==> src/rtl/dgg_pkg.sv <==
package dgg_pkg;

    typedef enum logic [1:0] {
        ST_IDLE  = 2'd0,
        ST_DELAY = 2'd1,
        ST_OUT   = 2'd2
    } dgg_state_e;

endpackage

==> src/rtl/dgg_sync_edge.sv <==
module dgg_sync_edge #(
    parameter int STAGES = 2
) (
    input  logic clk,
    input  logic rst_n,
    input  logic async_in,
    output logic rise
);
    localparam int LAST = STAGES - 1;

    typedef struct packed {
        logic [STAGES-1:0] chain;
        logic              prev;
    } sync_t;

    sync_t s_d, s_q;

    always_comb begin
        s_d          = s_q;
        s_d.chain    = {s_q.chain[LAST-1:0], async_in};
        s_d.prev     = s_q.chain[LAST];
    end

    always_ff @(posedge clk) begin
        if (!rst_n) begin
            s_q <= '0;
        end else begin
            s_q <= s_d;
        end
    end

    // single-cycle strobe on the synchronized rising transition
    assign rise = s_q.chain[LAST] & ~s_q.prev;

endmodule

==> src/rtl/dgg_cfg_decode.sv <==
module dgg_cfg_decode #(
    parameter int CNT_W     = 16,
    parameter int MIN_DELAY = 2,
    parameter int MIN_WIDTH = 2
) (
    input  logic [2*CNT_W-1:0] ctrl_word,
    output logic [CNT_W-1:0]   delay_load,
    output logic [CNT_W-1:0]   width_load
);
    localparam logic [CNT_W-1:0] MIN_D = CNT_W'(MIN_DELAY);
    localparam logic [CNT_W-1:0] MIN_W = CNT_W'(MIN_WIDTH);
    localparam logic [CNT_W-1:0] ONE   = CNT_W'(1);

    logic [CNT_W-1:0] raw_delay;
    logic [CNT_W-1:0] raw_width;
    logic [CNT_W-1:0] eff_delay;
    logic [CNT_W-1:0] eff_width;

    always_comb begin
        raw_delay  = ctrl_word[CNT_W-1:0];
        raw_width  = ctrl_word[2*CNT_W-1:CNT_W];
        eff_delay  = (raw_delay < MIN_D) ? MIN_D : raw_delay;
        eff_width  = (raw_width < MIN_W) ? MIN_W : raw_width;
        // counters run down to zero inclusive, so load one less
        delay_load = eff_delay - ONE;
        width_load = eff_width - ONE;
    end

endmodule

==> src/rtl/dgg_timer_fsm.sv <==
module dgg_timer_fsm
    import dgg_pkg::*;
#(
    parameter int CNT_W = 16
) (
    input  logic             clk,
    input  logic             rst_n,
    input  logic             enable,
    input  logic             trig,
    input  logic [CNT_W-1:0] delay_load,
    input  logic [CNT_W-1:0] width_load,
    output dgg_state_e       state,
    output logic [CNT_W-1:0] cnt,
    output logic             gate
);
    localparam logic [CNT_W-1:0] ONE = CNT_W'(1);

    typedef struct packed {
        dgg_state_e       st;
        logic [CNT_W-1:0] cnt;
        logic [CNT_W-1:0] wid;
    } fsm_t;

    fsm_t f_d, f_q;

    always_comb begin
        f_d = f_q;
        unique case (f_q.st)
            ST_IDLE: begin
                if (trig) begin
                    f_d.st  = ST_DELAY;
                    f_d.cnt = delay_load;
                    f_d.wid = width_load;
                end
            end
            ST_DELAY: begin
                if (f_q.cnt == '0) begin
                    f_d.st  = ST_OUT;
                    f_d.cnt = f_q.wid;
                end else begin
                    f_d.cnt = f_q.cnt - ONE;
                end
            end
            ST_OUT: begin
                if (f_q.cnt == '0) begin
                    f_d.st = ST_IDLE;
                end else begin
                    f_d.cnt = f_q.cnt - ONE;
                end
            end
            default: begin
                f_d.st  = ST_IDLE;
                f_d.cnt = '0;
            end
        endcase
        if (!enable) begin
            f_d.st  = ST_IDLE;
            f_d.cnt = '0;
        end
    end

    always_ff @(posedge clk) begin
        if (!rst_n) begin
            f_q.st  <= ST_IDLE;
            f_q.cnt <= '0;
            f_q.wid <= '0;
        end else begin
            f_q <= f_d;
        end
    end

    assign state = f_q.st;
    assign cnt   = f_q.cnt;
    assign gate  = (f_q.st == ST_OUT);

endmodule

==> src/rtl/pulse_delay_gate.sv <==
module pulse_delay_gate
    import dgg_pkg::*;
#(
    parameter int CNT_W       = 16,
    parameter int SYNC_STAGES = 2,
    parameter int MIN_DELAY   = 2,
    parameter int MIN_WIDTH   = 2
) (
    input  logic               clk,
    input  logic               rst_n,
    input  logic               enable,
    input  logic               trig_in,
    input  logic [2*CNT_W-1:0] ctrl_word,
    output logic               pulse_out
);
    logic             trig_rise;
    logic [CNT_W-1:0] delay_load;
    logic [CNT_W-1:0] width_load;
    dgg_state_e       fsm_state;
    logic [CNT_W-1:0] fsm_cnt;

    dgg_sync_edge #(
        .STAGES   (SYNC_STAGES)
    ) u_sync (
        .clk      (clk),
        .rst_n    (rst_n),
        .async_in (trig_in),
        .rise     (trig_rise)
    );

    dgg_cfg_decode #(
        .CNT_W      (CNT_W),
        .MIN_DELAY  (MIN_DELAY),
        .MIN_WIDTH  (MIN_WIDTH)
    ) u_cfg (
        .ctrl_word  (ctrl_word),
        .delay_load (delay_load),
        .width_load (width_load)
    );

    dgg_timer_fsm #(
        .CNT_W      (CNT_W)
    ) u_fsm (
        .clk        (clk),
        .rst_n      (rst_n),
        .enable     (enable),
        .trig       (trig_rise),
        .delay_load (delay_load),
        .width_load (width_load),
        .state      (fsm_state),
        .cnt        (fsm_cnt),
        .gate       (pulse_out)
    );

endmodule

==> config.mk <==
export PLATFORM = sky130hd
export DESIGN_NAME = pulse_delay_gate
export DESIGN_NICKNAME = d
export VERILOG_FILES = /design/src/rtl/dgg_pkg.sv /design/src/rtl/dgg_sync_edge.sv /design/src/rtl/dgg_cfg_decode.sv /design/src/rtl/dgg_timer_fsm.sv /design/src/rtl/pulse_delay_gate.sv
export SDC_FILE = /design/constraint.sdc
export NUM_CORES = 1
export LEC_CHECK = 0
export CORE_UTILIZATION = 45
export CTS_CLUSTER_SIZE = 12
export DETAILED_ROUTE_END_ITERATION = 8
export PLACE_DENSITY = 0.72
export SYNTH_ARGS = -nofsm -noshare
export SYNTH_HDL_FRONTEND = slang
export SYNTH_SLANG_ARGS = --single-unit
==> constraint.sdc <==
create_clock -name clk -period 7.8 [get_ports clk]
set_clock_uncertainty 0.2 [all_clocks]
set_input_delay 1.17 -clock clk [delete_from_list [all_inputs] [get_ports clk]]
set_output_delay 1.17 -clock clk [all_outputs]
set_load 0.02 [all_outputs]
==> impl_metrics.tcl <==
set metrics [dict create \
    status "complete, no violations" \
    grt_start_max_net_pins 44 \
    drt_first_pass_iters 5 \
    endpoint_kind "register" \
    post-dp-hpwl_um 5610 \
    core_area_mm2 0.00551 \
    syn2layout_area_growth_pct 19.1 \
    synth_warnings 0 \
    synth_most_common_cell "dfxtp_1" \
    cts_buffers 5 \
    fin_util_pct 55.9 \
    syn_nets 363 \
    critical_path.max_fanout 5 \
    finalSetupViolCount 0 \
    ys_top_cells_by_count "37 x dfxtp_1, 32 x nor2_1, 17 x nand2_1, 17 x nor3_1" \
    yosysTopAreaCell "dfxtp_1" \
    cts.clk_slew.worst_paths_ps 80 \
    arrival_ps 4480 \
    grt_overflow 0 \
    antenna_cells 0 \
    drcViolationCount 0 \
    fillers 527 \
    ys_seq_elements 37 \
    max-clock-path-buffers 2 \
    multiInputGateArea_mm2 0.00177 \
    tightestPinTransition_ps 824 \
    grt_pass1_wl_um 12300 \
    async_flop_share_pct 0 \
    drt_iter0_drc 320 \
    antenna_found_initial 0 \
    drtAntennaViolNets 0 \
    fmaxAchievable_mhz 223 \
    fin_setup_tns_ps 0 \
    syn_inst 324 \
    synth-seq-area-share_pct 28.7 \
    vdd_drop_max_mv 0.0605 \
    avgViaCountPerCell 6.39 \
    rows 27 \
    regArea_um2 741 \
    avgRoutedWirePerCell_um 17.8 \
    die-area_mm2 0.00605 \
    maxCapViolations 0 \
    cts_tree "built" \
    start_util_pct 46.9 \
    portBuffers 36 \
    grt_use_total_pct 26.3 \
    yosys_most_used_dff "dfxtp_1" \
    synth_top_area_share_pct 28.7 \
    die_w_um 77.8 \
    hold_viol 0 \
    maxSlewHeadroom_pct 44.7 \
    fin_nets 392 \
    yosysUniqueCellTypes 59 \
    synth_edf_count 0 \
    htree_levels 2 \
    die_h_um 77.8 \
    clock-sinks 37 \
    grt_setup_unrepaired "no" \
    fin_crit_ps 4480 \
    synth.avg_cell_area_um2 7.97 \
    final_layout_size_suffix_gt1_share_pct 6.23 \
    cts_root_buffer "clkbuf_8" \
    hold_path_class "register to register" \
    netlist_area_mm2 0.00258 \
    grt_pass1_vias 2514 \
    slew_violations 0 \
    fin_crit_sh_pct 57.4 \
    clkLatencyLatePin_ps 300 \
    cp.required_ps 7810 \
    io_pins 37 \
    worstSetupPathType "input port to register" \
    gp_congestion 0.934 \
    leakagePower_nw 1.02 \
    cp-start-kind "input port" \
    wl_um 7560 \
    vias 2715 \
    synthTopCellsByArea "dfxtp_1 29%, xor2_1 5.1%, nor2_1 4.7%, nor4_1 3.4%, nor3_1 3.3%" \
    cts_hold_buf 0 \
    cts_resized 0 \
    post-cts-setup-buffer-count 0 \
    p_per_area_mw_per_mm2 134 \
]
flip-flops by register name, summed over array words and instances (netlist names):
name,cells
u_fsm.cnt,16
u_fsm.f_q,16
u_fsm.state,2
u_sync.s_d,2
u_sync.s_q,1
final timing paths:
path | cells after the start | slack (ps) | to | startpoint
worst min register to register | 1 | 240 | u_sync.s_d[0] | u_sync.s_d[2]
worst min-delay path | 1 | 240 | u_sync.s_d[0] | u_sync.s_d[2]
worst max-delay path | 10 | 3320 | u_fsm.cnt[10] | ctrl_word[14]
worst max register to register | 7 | 4990 | u_fsm.cnt[6] | u_fsm.cnt[0]
cells in the final DEF, fill, tap and decap left out, drive strengths merged, types with 9 or more instances in the layout:
cell and count:
nand3 15, o21ai 16, nor2 33, xor2 15, nor3 17, nand2 17
dfxtp 37, nor4 16, a21oi 14, clkdlybuf4s50 36, or3 9
area by class of cell:
type                    instances  area share (%)
clock buffers                   7            2.81
inverters                       7           0.854
well taps                      72            2.93
repair buffers                 37            12.0
multi-input cells             265            57.4
flip-flops and latches         37            24.1
metrics by stage:
| step | instance area (µm²) | total power, mW | hold WS, ps | worst slack (ps) | cells |
|---|---|---|---|---|---|
| after CTS | 3080 | 0.412 | 249 | 3350 | 425 |
| after global routing | 3080 | 0.431 | 264 | 3000 | 425 |
| final | 3080 | 0.412 | 243 | 3320 | 425 |
| after global placement | 2990 | 0.275 | 230 | 3120 | 418 |
| after detailed placement | 2990 | 0.275 | 228 | 3040 | 418 |
| after floorplan | 2580 | 0.239 | 212 | 3740 | 324 |
where the power goes:
group / internal, mW / switching (mW)
Clock: 0.0702 / 0.0700
Combinational: 0.0338 / 0.0393
Sequential: 0.194 / 0.00446
logic make-up (layout without fill, tap and decap cells):
logic type | count (synthesis) | in the layout | synth area share (%)
adders and majority gates | 3 | 3 | 1.45
AOI/OAI and AO/OA | 94 | 94 | 26.2
xor gates and xnor gates | 23 | 23 | 7.80
and+or+nand+nor | 141 | 141 | 31.0
buffers and inverters | 22 | 51 | 3.29
DFF | 37 | 37 | 28.7
muxes | 4 | 4 | 1.55
critical path, stage by stage:
cell and delay, ps:
clkdlybuf4s50_1 450, nor4_1 550, nand3_1 300, o31ai_1 410, ha_1 270, or3b_2 510
nor4_1 270, xnor2_1 180, a22oi_1 90, a221oi_1 280
metal layers:
layer | part of all wire [%] | routed length (µm) | up-vias | track usage (%)
met1 | 44 | 3360 | 1244 | 32.4
met2 | 45 | 3390 | 115 | 41.5
met4 | 5.1 | 383 | 0 | 17.9
li1 | - | - | 1329 | -
met5 | 0 | 0 | - | 0
met3 | 5.7 | 433 | 27 | 4.82
No activity file was read; power rests on OpenSTA's default activity.
